--- src/rtl/sched_pkg.sv ---
package sched_pkg;
  typedef enum logic {
    PRI_HI = 1'b0,
    PRI_LO = 1'b1
  } prio_e;
endpackage

--- src/rtl/sched_ws_mem.sv ---
// Workspace slots: a link word and a saved instruction pointer per descriptor.
module sched_ws_mem #(
  parameter int WPTR_W = 5,
  parameter int IPTR_W = 16,
  localparam int DEPTH = 1 << WPTR_W
) (
  input  logic                   clk_i,
  input  logic                   enq_i,
  input  logic [WPTR_W-1:0]      enq_wptr_i,
  input  logic [IPTR_W-1:0]      enq_iptr_i,
  input  logic                   link_we_i,
  input  logic [WPTR_W-1:0]      link_addr_i,
  input  logic [1:0][WPTR_W-1:0] rd_wptr_i,
  output logic [1:0][WPTR_W-1:0] link_o,
  output logic [1:0][IPTR_W-1:0] iptr_o
);
  localparam logic [WPTR_W-1:0] NOT_PROC = '1;

  logic [WPTR_W-1:0] link_mem [DEPTH];
  logic [IPTR_W-1:0] iptr_mem [DEPTH];

  always_ff @(posedge clk_i) begin
    if (enq_i) begin
      link_mem[enq_wptr_i] <= NOT_PROC;
      iptr_mem[enq_wptr_i] <= enq_iptr_i;
    end
    // old back entry now points at the new tail
    if (link_we_i) link_mem[link_addr_i] <= enq_wptr_i;
  end

  for (genvar p = 0; p < 2; p++) begin : g_rd
    assign link_o[p] = link_mem[rd_wptr_i[p]];
    assign iptr_o[p] = iptr_mem[rd_wptr_i[p]];
  end
endmodule

--- src/rtl/sched_queue.sv ---
// Front/back pointer pair of one ready list.
module sched_queue #(
  parameter int WPTR_W = 5
) (
  input  logic              clk_i,
  input  logic              rst_ni,
  input  logic              enq_i,
  input  logic [WPTR_W-1:0] enq_wptr_i,
  input  logic              deq_i,
  input  logic [WPTR_W-1:0] link_i,
  output logic [WPTR_W-1:0] front_o,
  output logic [WPTR_W-1:0] back_o,
  output logic              empty_o
);
  localparam logic [WPTR_W-1:0] NOT_PROC = '1;

  logic [WPTR_W-1:0] front_q, back_q;

  always_ff @(posedge clk_i or negedge rst_ni) begin
    if (!rst_ni) begin
      front_q <= NOT_PROC;
      back_q  <= NOT_PROC;
    end else if (enq_i) begin
      back_q <= enq_wptr_i;
      if (front_q == NOT_PROC) front_q <= enq_wptr_i;
    end else if (deq_i && front_q != NOT_PROC) begin
      if (front_q == back_q) begin
        front_q <= NOT_PROC;
        back_q  <= NOT_PROC;
      end else begin
        front_q <= link_i;
      end
    end
  end

  assign front_o = front_q;
  assign back_o  = back_q;
  assign empty_o = (front_q == NOT_PROC);
endmodule

--- src/rtl/sched_slice.sv ---
// Free-running period counter; counts period boundaries while a process runs.
module sched_slice #(
  parameter int SLICE_TICKS = 1024,
  localparam int CW = (SLICE_TICKS > 2) ? $clog2(SLICE_TICKS) : 1
) (
  input  logic clk_i,
  input  logic rst_ni,
  input  logic tick_i,
  input  logic clear_i,
  output logic expired_o
);
  localparam logic [CW-1:0] LAST = CW'(SLICE_TICKS - 1);

  logic [CW-1:0] period_q;
  logic [1:0]    bounds_q;
  logic          wrap;

  assign wrap = tick_i && (period_q == LAST);

  always_ff @(posedge clk_i or negedge rst_ni) begin
    if (!rst_ni) begin
      period_q <= '0;
      bounds_q <= '0;
    end else begin
      if (tick_i) period_q <= wrap ? '0 : period_q + 1'b1;
      if (clear_i)                        bounds_q <= '0;
      else if (wrap && bounds_q != 2'd2)  bounds_q <= bounds_q + 2'd1;
    end
  end

  assign expired_o = (bounds_q == 2'd2);
endmodule

--- src/rtl/proc_sched.sv ---
module proc_sched
  import sched_pkg::*;
#(
  parameter int WPTR_W      = 5,
  parameter int IPTR_W      = 16,
  parameter int SLICE_TICKS = 1024
) (
  input  logic              clk_i,
  input  logic              rst_ni,
  input  logic              run_valid_i,
  input  logic [WPTR_W-1:0] run_wptr_i,
  input  logic              run_pri_i,
  input  logic [IPTR_W-1:0] run_iptr_i,
  input  logic              desched_i,
  input  logic              jump_i,
  input  logic [IPTR_W-1:0] exec_iptr_i,
  input  logic              hi_tick_i,
  output logic              cur_valid_o,
  output logic [WPTR_W-1:0] cur_wptr_o,
  output logic              cur_pri_o,
  output logic [IPTR_W-1:0] cur_iptr_o,
  output logic              switch_o,
  output logic              idle_o
);
  logic              cur_valid_q, cur_pri_q, switch_q;
  logic [WPTR_W-1:0] cur_wptr_q;
  logic [IPTR_W-1:0] cur_iptr_q;
  logic              sh_valid_q;
  logic [WPTR_W-1:0] sh_wptr_q;
  logic [IPTR_W-1:0] sh_iptr_q;

  logic [1:0]              q_enq, q_deq, q_empty;
  logic [1:0][WPTR_W-1:0]  q_front, q_back, q_link;
  logic [1:0][IPTR_W-1:0]  q_iptr;

  logic              expired, retire_blk, retire_slice, preempt;
  logic              enq_valid, enq_pri;
  logic [WPTR_W-1:0] enq_wptr;
  logic [IPTR_W-1:0] enq_iptr;
  logic              slot, pick_hi, pick_sh, pick_lo;

  // retire paths of the current process
  assign retire_blk   = cur_valid_q && desched_i;
  assign retire_slice = cur_valid_q && !desched_i && jump_i && !run_valid_i &&
                        (cur_pri_q == PRI_LO) && expired;
  assign preempt      = cur_valid_q && !desched_i && run_valid_i &&
                        (run_pri_i == PRI_HI) && (cur_pri_q == PRI_LO);

  // single enqueue port: a run request, or a timeslice requeue when none
  assign enq_valid = run_valid_i || retire_slice;
  assign enq_pri   = run_valid_i ? run_pri_i  : PRI_LO;
  assign enq_wptr  = run_valid_i ? run_wptr_i : cur_wptr_q;
  assign enq_iptr  = run_valid_i ? run_iptr_i : exec_iptr_i;

  // dispatch order: high queue, parked low process, low queue
  assign slot    = !cur_valid_q && !run_valid_i;
  assign pick_hi = slot && !q_empty[PRI_HI];
  assign pick_sh = slot &&  q_empty[PRI_HI] && sh_valid_q;
  assign pick_lo = slot &&  q_empty[PRI_HI] && !sh_valid_q && !q_empty[PRI_LO];

  assign q_deq[PRI_HI] = pick_hi;
  assign q_deq[PRI_LO] = pick_lo;

  for (genvar p = 0; p < 2; p++) begin : g_q
    assign q_enq[p] = enq_valid && (enq_pri == 1'(p));
    sched_queue #(.WPTR_W(WPTR_W)) u_queue (
      .clk_i     (clk_i),
      .rst_ni    (rst_ni),
      .enq_i     (q_enq[p]),
      .enq_wptr_i(enq_wptr),
      .deq_i     (q_deq[p]),
      .link_i    (q_link[p]),
      .front_o   (q_front[p]),
      .back_o    (q_back[p]),
      .empty_o   (q_empty[p])
    );
  end

  sched_ws_mem #(.WPTR_W(WPTR_W), .IPTR_W(IPTR_W)) u_ws (
    .clk_i      (clk_i),
    .enq_i      (enq_valid),
    .enq_wptr_i (enq_wptr),
    .enq_iptr_i (enq_iptr),
    .link_we_i  (enq_valid && !q_empty[enq_pri]),
    .link_addr_i(q_back[enq_pri]),
    .rd_wptr_i  (q_front),
    .link_o     (q_link),
    .iptr_o     (q_iptr)
  );

  sched_slice #(.SLICE_TICKS(SLICE_TICKS)) u_slice (
    .clk_i    (clk_i),
    .rst_ni   (rst_ni),
    .tick_i   (hi_tick_i),
    .clear_i  (!cur_valid_q),
    .expired_o(expired)
  );

  always_ff @(posedge clk_i or negedge rst_ni) begin
    if (!rst_ni) begin
      cur_valid_q <= 1'b0;
      cur_pri_q   <= PRI_LO;
      cur_wptr_q  <= '0;
      cur_iptr_q  <= '0;
      switch_q    <= 1'b0;
    end else begin
      switch_q <= pick_hi || pick_sh || pick_lo;
      if (pick_hi) begin
        cur_valid_q <= 1'b1;
        cur_pri_q   <= PRI_HI;
        cur_wptr_q  <= q_front[PRI_HI];
        cur_iptr_q  <= q_iptr[PRI_HI];
      end else if (pick_sh) begin
        cur_valid_q <= 1'b1;
        cur_pri_q   <= PRI_LO;
        cur_wptr_q  <= sh_wptr_q;
        cur_iptr_q  <= sh_iptr_q;
      end else if (pick_lo) begin
        cur_valid_q <= 1'b1;
        cur_pri_q   <= PRI_LO;
        cur_wptr_q  <= q_front[PRI_LO];
        cur_iptr_q  <= q_iptr[PRI_LO];
      end else if (retire_blk || retire_slice || preempt) begin
        cur_valid_q <= 1'b0;
      end
    end
  end

  always_ff @(posedge clk_i or negedge rst_ni) begin
    if (!rst_ni) begin
      sh_valid_q <= 1'b0;
      sh_wptr_q  <= '0;
      sh_iptr_q  <= '0;
    end else if (preempt) begin
      sh_valid_q <= 1'b1;
      sh_wptr_q  <= cur_wptr_q;
      sh_iptr_q  <= exec_iptr_i;
    end else if (pick_sh) begin
      sh_valid_q <= 1'b0;
    end
  end

  assign cur_valid_o = cur_valid_q;
  assign cur_wptr_o  = cur_wptr_q;
  assign cur_pri_o   = cur_pri_q;
  assign cur_iptr_o  = cur_iptr_q;
  assign switch_o    = switch_q;
  assign idle_o      = !cur_valid_q && (&q_empty) && !sh_valid_q;
endmodule

--- config.mk ---
export PLATFORM = sky130hd
export DESIGN_NAME = proc_sched
export DESIGN_NICKNAME = d
export VERILOG_FILES = /design/src/rtl/sched_pkg.sv /design/src/rtl/sched_ws_mem.sv /design/src/rtl/sched_queue.sv /design/src/rtl/sched_slice.sv /design/src/rtl/proc_sched.sv
export SDC_FILE = /design/constraint.sdc
export NUM_CORES = 1
export LEC_CHECK = 0
export BUFFER_PORTS_ARGS = -buffer_cell sky130_fd_sc_hd__clkbuf_2
export CAP_MARGIN = 20
export CORE_MARGIN = 3
export CORE_UTILIZATION = 52
export CTS_CLUSTER_DIAMETER = 30
export DETAILED_ROUTE_END_ITERATION = 16
export MAX_ROUTING_LAYER = met4
export PLACE_DENSITY = 0.76
export SLEW_MARGIN = 10
export SYNTH_ARGS = -nofsm -noshare
export SYNTH_HDL_FRONTEND = slang
export SYNTH_SLANG_ARGS = --single-unit
--- constraint.sdc ---
create_clock -name clk_i -period 3.2 [get_ports clk_i]
set_input_delay 0.48 -clock clk_i [delete_from_list [all_inputs] [get_ports clk_i]]
set_output_delay 0.48 -clock clk_i [all_outputs]
set_load 0.05 [all_outputs]
Word level (Yosys, flattened, before mapping)
Memory sizes are Yosys's and may differ from the RTL's.
Cells that the tools add are included.
{"block": "totals", "regBits": 78, "latch_bits": 0, "ram_bits": 672, "romBits": 0, "inputBits": 44, "out_inout_bits": 25, "word_cells": 124, "mem_count": 2}
{"name": "u_ws.iptr_mem", "words": 32, "word_bits": 16, "read_ports": 2, "rd_clocked_by_memory_dff": 0, "write_ports": 1, "line_no": "sched_ws_mem.sv:20", "source": "logic [IPTR_W-1:0] iptr_mem [DEPTH];"}
{"name": "u_ws.link_mem", "words": 32, "word_bits": 5, "read_ports": 2, "rd_clocked_by_memory_dff": 0, "write_ports": 2, "line_no": "sched_ws_mem.sv:19", "source": "logic [WPTR_W-1:0] link_mem [DEPTH];"}
{"block": "classes", "add_sub_neg": 2, "mul": 0, "n_div": 0, "order_cmp": 1, "n_eq_ne": 12, "shifts": 0, "muxes": 43, "n_bitwise": 2, "n_reduce_logical": 48}
{"cell": "2-to-1 mux 5 bit", "count": 20}
{"cell": "2-to-1 mux 16 bit", "count": 4}
{"cell": "logical AND 1 bit", "count": 24}
{"cell": "2-to-1 mux 1 bit", "count": 16}
{"cell": "adder 10 x 1 -> 10 bit, second input constant", "count": 1}
{"cell": "equality test 10 bit, second input constant", "count": 1}
{"cell": "equality test 5 bit", "count": 2}
{"cell": "equality test 5 bit, second input constant", "count": 2}
{"cell": "2-to-1 mux 10 bit", "count": 1}
{"cell": "!= test 5 bit, second input constant", "count": 2}
{"cell": "AND reduction 2 bit", "count": 5}
{"cell": "nonzero test 2 bit", "count": 5}
{"cell": "logical NOT 1 bit", "count": 7}
{"cell": "!= test 2 bit, second input constant", "count": 3}
{"cell": "logical OR 1 bit", "count": 5}
{"cell": "2-to-1 mux 2 bit", "count": 2}
{"cell": "nonzero test 4 bit", "count": 1}
{"cell": "nonzero test 3 bit", "count": 1}
{"cell": "adder 2 x 1 -> 2 bit, second input constant", "count": 1}
{"cell": "equality test 2 bit, second input constant", "count": 1}
{"cell": "< comparator 1 x 2 -> 1 bit, second input constant", "count": 1}
{"cell": "!= test 2 x 1 -> 1 bit, second input constant", "count": 1}
{"cell": "inverter 1 bit", "count": 2}

Depth between registers and ports, before layout
Gate-level depths: netlist (run 1).
{"block": "logic_depth", "ltp_word": 12, "ltp_mapped": 10, "mapped_depth_nobuf": 7}

By module
Synthesis (run 1) repeated with hierarchy kept, for this count alone.
{"block": "unflattened", "hier_cells": 2864, "hier_area_um2": 38197.9}
{"mod": "sched_ws_mem", "instances": 1, "cells_each": 2468, "area_per_inst_um2": 33804.9, "seq_area_each_um2": 20179.4}
{"mod": "proc_sched", "instances": 1, "cells_each": 232, "area_per_inst_um2": 2600.0, "seq_area_each_um2": 1152.4}
{"mod": "sched_queue", "instances": 2, "cells_each": 51, "area_per_inst_um2": 571.8, "seq_area_each_um2": 262.8}
{"mod": "sched_slice", "instances": 1, "cells_each": 62, "area_per_inst_um2": 649.4, "seq_area_each_um2": 300.3}

Worst setup path after synthesis (run 1)
Ideal clock, no wire load.
{"block": "synth_timing", "kind": "register to output", "start": "reg g_q[1].u_queue.front_q[0]", "end": "out idle_o", "arrival_ns": 2.711, "required_time_ns": 2.720, "slack_ns": 0.009, "path_stages_with_launch": 6, "n_path_buf": 2, "cell_sequence": "dfstp_2 -> buf_6 -> nand2_2 -> or3_1 -> buf_2 -> nor4_1"}
{"block": "synth_between", "elab_chain_len": 4}
{"element": "start, declared", "line_no": "sched_queue.sv:17", "source": "logic [WPTR_W-1:0] front_q, back_q;"}
{"element": "start signal, assigned", "line_no": "sched_queue.sv:25", "source": "if (front_q == NOT_PROC) front_q <= enq_wptr_i;"}
{"element": "start signal, assigned", "line_no": "sched_queue.sv:31", "source": "front_q <= link_i;"}
{"element": "equality test 5 bit", "line_no": "sched_queue.sv:38", "source": "assign empty_o = (front_q == NOT_PROC);"}
{"element": "AND reduction 2 bit", "line_no": "proc_sched.sv:148", "source": "assign idle_o = !cur_valid_q && (&q_empty) && !sh_valid_q;"}
{"element": "logical AND 1 bit (2 in a row)", "line_no": "proc_sched.sv:148"}
{"element": "end, declared", "line_no": "proc_sched.sv:23", "source": "output logic idle_o"}
Every way passes these cells.

Worst setup path in the final report (run 1)
{"block": "layout_timing", "start": "reg g_q[1].u_queue.front_q[2]", "end": "out idle_o"}
Same word-level chain as after synthesis.

==> results by group, run 1 <==
Status
  – Run status: finished clean

Critical path
  – Dominant delay contributor by cell family on the critical path: simple AND/OR/NAND/NOR gates
  – Kind of start point of the critical path: flop
  – Crit. End Element: output port
  – CP Capture Point: idle_o
  – Worst setup path start: g_q[1].u_queue.front_o[2]$_DFFE_PN1P_
  – Critical path peak fanout: 17
  – Critical path buffer and inverter count: 3
  – Worst Path Required: 2.72 ns
  – Critical Path Stages: 6
  – Length in cells of the worst reg-to-reg path: 8
  – Data arrival, critical path: 2.66 ns
  – Slowest stage cell, crit path: dfstp_4
  – Critical path class: flop to output port
  – Cell occurring most often along the worst timing path: buf_4
  – Critical path cell sequence: nand2_2, buf_4, or3_4, nor4_2, buf_4, buf_12
  – Reg-to-reg critical path endpoint: g_q[0].u_queue.front_o[2]$_DFFE_PN1P_
  – Register-to-Register Setup Slack: 0.08 ns
  – Worst R2R Start: g_q[0].u_queue.front_o[1]$_DFFE_PN1P_
  – Slowest stage delay, CP: 0.63 ns

STA
  – Worst Slack Setup Final: approximately 0.063 ns
  – Post-layout minimum cycle time: around 3.1 ns
  – Final setup violation count: 0
  – Fin. max-slew vios: 0
  – Max Clock Skew: 0.0357 ns
  – Final hold violations: 0
  – Slew HR: a little under two fifths
  – Tightest Pin Transition: 0.933 ns
  – Final clock period utilization by the worst path: between 90% and 100%
  – F_max: 0.319 GHz

CTS
  – CTS Buf Count: 143
  – Number of sinks handled by clock tree synthesis: 750
  – CTS H-tree depth: 4
  – Post-CTS clock slew at the launch and capture registers of the worst setup and hold paths: 0.05 ns
  – Maximum clock path buffer count: 3
  – TritonCTS clock tree: done
  – Buffer type at the clock tree root: clkbuf_16
  – Clock latency at the later pin of the worst-skew pair: 0.73 ns

Yosys
  – Area share of the leading cell type in the synthesized netlist: 55.0%
  – Flip-flop and latch count after synthesis: 750
  – Post-synthesis async set-or-reset flop share: approximately 10%
  – Cell types occupying the most area after synthesis: edfxtp_1 55%, mux4_2 17%, dfrtp_1 3.9%
  – Mapped Cells: 2257
  – Average size of a mapped cell: between 15 and 20 um2
  – Post-Synthesis Cell Area: roughly 37000 um2
  – Leading area contributor after synthesis: edfxtp_1
  – Count of flip-flops with a built-in enable after synthesis: 672
  – Distinct cell type count of the synthesized netlist: 72
  – Net count of the mapped netlist: 2303
  – Share of synthesized area occupied by flip-flops and latches: 60.4%
  – Synth Flop Type: edfxtp_1
  – Synth warn: 0

Routing
  – Number of violations reported at the end of detailed-routing iteration 0: 3579
  – Average wire length per cell after detail routing: 32.3 um
  – Total routed wirelength: about 110000 um
  – Via-to-Cell Ratio: between 7 and 8
  – Detailed Routing Iterations Pass 1: 6
  – Vias after detailed routing: around 25k
  – # DRC: 0
  – Number of antenna-violating nets in the routed design: 0

Floorplanning
  – Vertical extent of the die: 272 um
  – Die X: roughly 270 um
  – Core ar.: between 60000 and 70000 um2
  – Die area: 73700 um2
  – Std cell rows: 96
  – Top-level port count: 69
  – Starting density of the core: 53.0%

Placement
  – Weighted congestion reported at the end of routability-driven placement: 1.05
  – Standard cell area after detailed placement: 38900 um2
  – Pre-CTS WS: 0.240 ns
  – Number of input and output port buffers inserted: 68
  – Total half-perimeter wirelength after legalization and detailed placement: 72900 um

Finish
  – Commonest non-fill, non-tap cell in the layout: edfxtp_1
  – Share of cells above drive strength 1: ~37%
  – Final instance area: between 40000 and 50000 um2
  – Top library cells by usage in the layout, fill and taps aside: 672 x edfxtp_1, 279 x mux4_2, 207 x nand2_1, 164 x buf_4, 147 x clkbuf_16
  – Nets: 2531
  – Diodes inserted: 0
  – Final core utilization: 63.6%
  – Post-synthesis to final-layout area growth: 20.0%

Pwr
  – Pleak: between 10 and 15 nW
  – Worst-case vdd ir drop: 0.543 mV
  – Power per unit of standard cell area: 810 nW/um2

Global route
  – Antenna violations before repair: 1
  – Maximum number of pins on one net before global-route repair: 56
  – Global-route usage over all layers: 32.0%
  – Remaining global-route overflow: 0
  – Via count of the first global-routing pass: 24.9k
  – Wire length of the first global-routing pass: 166000 um

Run
  – Max Cap Viol: 0

Worst hold path
  – Path type of the worst min-delay path: input port to flop
## worst register-to-register path, stage by stage, from the launching register on
cell and delay [ns]:
dfstp_4 0.62, buf_4 0.37, buf_12 0.33, nand2b_1 0.44, buf_4 0.22, o22ai_1 0.13
nor2_1 0.13, o22ai_1 0.08, o31ai_1 0.64
## routing by layer
metal	track usage (%)	vias up	part of all wire (%)
met1	40.7	12600	35
met5	-	-	0
met4	12.6	0	4.4
met2	47.9	2071	46
li1	-	9719	-
met3	10.5	371	14
## repair_timing
| action | 4_1_cts | 5_1_grt |
|---|---|---|
| resized for setup | 1 | 2 |
| hold endpoints to repair | 45 | 0 |
| buffers inserted | 5 | 0 |
| hold buffers | 14 | 0 |
| setup endpoints to repair | 1 | 1 |
## how the worst min path moves through the flow
stage                     slack (ns)  depth (start not counted)                              end                            start
final                           0.03                          2         sh_iptr_q[5]$_DFFE_PN0P_                   exec_iptr_i[5]
after CTS                     0.0009                          2        sh_iptr_q[11]$_DFFE_PN0P_                  exec_iptr_i[11]
after floorplan                 0.18                          0        cur_iptr_o[0]$_DFFE_PN0P_                           rst_ni
after detailed placement        0.46                          1  u_slice.period_q[4]$_DFFE_PN0P_  u_slice.period_q[4]$_DFFE_PN0P_
after global placement          0.46                          1  u_slice.period_q[4]$_DFFE_PN0P_  u_slice.period_q[4]$_DFFE_PN0P_
after global routing            0.01                          2        sh_iptr_q[11]$_DFFE_PN0P_                  exec_iptr_i[11]
## kinds of logic after synthesis
kind of cell,count (synthesis),synth area share (%)
AO/OA/AOI/OAI,313,5.99
flip-flops,750,60.4
AND/OR/NAND/NOR,467,6.44
adder cells (fa/ha/maj),2,0.0682
XOR/XNOR,18,0.430
multiplexers,513,23.9
buffers and inverters,194,2.73
## cell type report
cell class                      instances  area (um2)
Clock inverter                         91        1020
Sequential cell                       750       22200
Clock buffer                          172        3830
Multi-Input combinational cell       1313       13700
Timing Repair Buffer                  263        2080
Tap cell                              931        1160
Fill cell                            4777       25200
Inverter                               14        52.6
## cell usage after synthesis, drive strengths merged (4+ instances only)
cell type / count
o21bai: 25
a21oi: 8
a32o: 4
o211ai: 10
xnor2: 7
nand4: 5
o21ai: 18
a31oi: 42
nor2: 101
o32a: 4
and4: 5
o22ai: 84
dfstp: 21
nand3: 13
or3: 18
a22oi: 62
mux2i: 127
nor3: 52
nor2b: 8
or2: 13
dfrtp: 57
a311oi: 10
inv: 14
xor2: 11
edfxtp: 672
mux4: 279
o22a: 5
nand2: 209
o221ai: 6
o31ai: 18
mux2: 107
buf: 112
o21a: 5
nand2b: 21
clkbuf: 68
## metrics by stage
stage / hold WS, ns / total power, mW / std cells / setup TNS [ns]
2_1_floorplan: 0.184 / 17.5 / 2257 / 0
3_3_place_gp: 0.456 / 20.2 / 3252 / 0
3_5_place_dp: 0.458 / 20.4 / 3252 / 0
4_1_cts: 0.000946 / 35.5 / 3534 / 0
5_1_grt: 0.0146 / 36.6 / 3534 / -0.00197
6_report: 0.0290 / 35.6 / 3534 / 0
## report_power, final
part / total (mW) / internal [mW] / switching, mW
logic: 8.78 / 3.48 / 5.30
clock network: 15.0 / 9.74 / 5.24
registers: 11.9 / 11.4 / 0.509
## sequential cells by signal, summed over array words and instances (netlist names)
register	flops
sh_iptr_q	16
u_slice.bounds_q	2
cur_wptr_o	5
u_ws.iptr_mem	512
switch_o	1
sh_wptr_q	5
cur_valid_o	1
g_q.u_queue.front_o	10
u_slice.period_q	10
sh_valid_q	1
cur_iptr_o	16
g_q.u_queue.back_o	10
u_ws.link_mem	160
cur_pri_o	1
Note: power is estimated with default switching activity, not from simulation.
==> run 2, diff against run 1 <==
--- a/config.mk
+++ b/config.mk
@@ -12,7 +12,7 @@
 export CTS_CLUSTER_DIAMETER = 30
 export DETAILED_ROUTE_END_ITERATION = 16
 export MAX_ROUTING_LAYER = met4
-export PLACE_DENSITY = 0.76
+export PLACE_DENSITY = 0.79
 export SLEW_MARGIN = 10
 export SYNTH_ARGS = -nofsm -noshare
 export SYNTH_HDL_FRONTEND = slang
==> constraint.sdc (replaced) <==
create_clock -name clk_i -period 2.6 [get_ports clk_i]
set_input_delay 0.39 -clock clk_i [delete_from_list [all_inputs] [get_ports clk_i]]
set_output_delay 0.39 -clock clk_i [all_outputs]
set_load 0.05 [all_outputs]
==> results by group, run 2 (synthesis results as in run 1) <==
Critical path
  – Critical path buffer and inverter count: 3
  – Critical path cell sequence: and4_4, nand2_4, buf_6, nor4_4, buf_4, buf_12
  – Kind of start point of the critical path: flop
  – Crit. End Element: output port
  – Data arrival, critical path: about 2.3 ns
  – Dominant delay contributor by cell family on the critical path: flip-flops
  – Slowest stage delay, CP: 0.62 ns
  – Slowest stage cell, crit path: dfstp_4
  – Worst Path Required: roughly 2.2 ns
  – Critical path class: flop to output port
  – Critical path peak fanout: 3

CTS
  – TritonCTS clock tree: done
  – Post-CTS clock slew at the launch and capture registers of the worst setup and hold paths: 0.05 ns
  – CTS H-tree depth: 4
  – Number of sinks handled by clock tree synthesis: 750
  – Buffer type at the clock tree root: clkbuf_16
  – CTS Buf Count: approximately 130
  – Maximum clock path buffer count: 3
  – Clock latency at the later pin of the worst-skew pair: 0.73 ns

Finish
  – Reg with most FFs: u_ws.iptr_mem
  – Count of filler cells inserted in the layout: ~4.2k
  – Share of cells above drive strength 1: roughly 40%
  – Registers with the most flip-flops: u_ws.iptr_mem (512), u_ws.link_mem (160)
  – Nets: 2623
  – Commonest non-fill, non-tap cell in the layout: edfxtp_1
  – Top library cells by usage in the layout, fill and taps aside: 672 x edfxtp_1, 279 x mux4_2, 205 x nand2_1, 188 x buf_4, 146 x clkbuf_16
  – Number of flip-flops under the largest register name: 512
  – Post-synthesis to final-layout area growth: 25.6%

STA
  – Tightest Pin Transition: 0.741 ns
  – Max Clock Skew: 0.0398 ns
  – Post-Route Hold Slack: around 0.044 ns
  – Final setup violation count: 5
  – Slew HR: about half
  – Post-layout minimum cycle time: 2.71 ns
  – F_max: roughly 0.37 GHz
  – Final hold violations: 0
  – Worst Slack Setup Final: -0.107 ns
  – Final clock period utilization by the worst path: 104%
  – Setup repair after global routing missed its margin: true
  – Fin. max-slew vios: 0

Routing
  – Via-to-Cell Ratio: 7.20
  – Vias after detailed routing: 26.1k
  – Average wire length per cell after detail routing: ~34 um
  – # DRC: 0
  – Total routed wirelength: 122000 um
  – Detailed Routing Iterations Pass 1: 6
  – Number of violations reported at the end of detailed-routing iteration 0: 4141
  – Number of antenna-violating nets in the routed design: 0

Pwr
  – Power per unit of standard cell area: 984 nW/um2
  – Pleak: 15.6 nW
  – Worst-case vdd ir drop: 0.681 mV
  – PnR Total Power: 45.3 mW

Run
  – Max Cap Viol: 0

Floorplanning
  – Die area: 73700 um2
  – Starting density of the core: 53.0%
  – Core ar.: 69200 um2
  – Std cell rows: 96
  – Vertical extent of the die: 272 um
  – Top-level port count: 69
  – Die X: approximately 270 um

Status
  – Run status: finished with violations
  – Violations in the final reports: setup timing

Global route
  – Via count of the first global-routing pass: around 26k
  – Wire length of the first global-routing pass: around 170000 um
  – Antenna violations before repair: 3
  – Remaining global-route overflow: 0
  – Global-route usage over all layers: between 30 and 40%
  – Maximum number of pins on one net before global-route repair: 68

Placement
  – Number of input and output port buffers inserted: 68
  – Total half-perimeter wirelength after legalization and detailed placement: 70700 um
  – Weighted congestion reported at the end of routability-driven placement: 0.984

Worst hold path
  – Path type of the worst min-delay path: input port to flop
-- run 2: changes by cell type in the layout (fill, tap and decap cells not counted), sizes merged, moves of 4 or more --
cell	previous run	this run
buf	183	273
clkinv	45	33
bufinv	14	22
clkinvlp	14	9
clkbuf	238	234
-- run 2: final cells by class --
class | count | area [um2] | share of cell area (%)
Clock inverter | 83 | 1100 | 2.39
Tap cell | 931 | 1160 | 2.53
Sequential cell | 750 | 22200 | 48.1
Inverter | 14 | 52.6 | 0.114
Antenna cell | 3 | 7.51 | 0.0163
Multi-Input combinational cell | 1313 | 13900 | 30.3
Timing Repair Buffer | 366 | 3950 | 8.56
Clock buffer | 161 | 3670 | 7.97
-- run 2: worst register-to-register path, delay by kind of cell, from the launching register on --
| kind | cells | cell delay [ns] |
|---|---|---|
| buf+inv | 2 | 0.73 |
| compound gates | 2 | 0.58 |
| mux | 2 | 0.61 |
| flops | 1 | 0.63 |
-- run 2: timing repair --
| item | CTS | global route |
|---|---|---|
| cloned | 4 | 7 |
| buffers inserted | 5 | 31 |
| gates resized for setup | 25 | 51 |
| hold buffers | 17 | 0 |
| endpoints found under the hold margin | 51 | 0 |
| pin swaps | 7 | 9 |
| setup endpoints to repair | 6 | 24 |
-- run 2: metrics by stage --
stage	instance area [um2]	setup WS [ns]	std cells	TNS (ns)	util [%]
4_1_cts	45400	-0.143	3580	-0.245	65.6
3_3_place_gp	40100	-0.0264	3311	-0.0264	58.0
2_1_floorplan	36800	-0.236	2257	-58.65	-
6_report	46100	-0.107	3621	-0.239	66.6
5_1_grt	46100	-0.157	3621	-0.507	66.6
3_5_place_dp	40100	-0.0363	3311	-0.0589	58.0
-- run 2: routing by layer --
metal	vias to the layer above	part of all wire, %	global-route usage (%)
li1	9901	-	-
met1	13000	33	40.1
met2	2558	47	50.3
met3	653	14	10.7
met4	0	6.1	17.7
met5	-	0	-
-- run 2: final timing paths --
kind                                                        from                                   end  slack [ns]  depth (start not counted)
setup / recovery           g_q[0].u_queue.front_o[0]$_DFFE_PN1P_                                idle_o       -0.11                          6
hold / removal                                     run_wptr_i[2]  g_q[0].u_queue.back_o[2]$_DFFE_PN1P_        0.04                          2
setup reg to reg           g_q[0].u_queue.front_o[2]$_DFFE_PN1P_            cur_iptr_o[15]$_DFFE_PN0P_       -0.08                          6
hold reg to reg                  u_slice.period_q[4]$_DFFE_PN0P_       u_slice.period_q[4]$_DFFE_PN0P_        0.48                          1
max in group asynchronous                                 rst_ni  g_q[0].u_queue.back_o[1]$_DFFE_PN1P_        1.60                          3
min in group asynchronous                                 rst_ni             cur_iptr_o[9]$_DFFE_PN0P_        0.24                          2
-- run 2: power breakdown --
part	internal, mW	total [mW]	switching (mW)
logic	5.15	12.3	7.12
registers	14.0	14.5	0.580
clock network	12.3	18.5	6.22
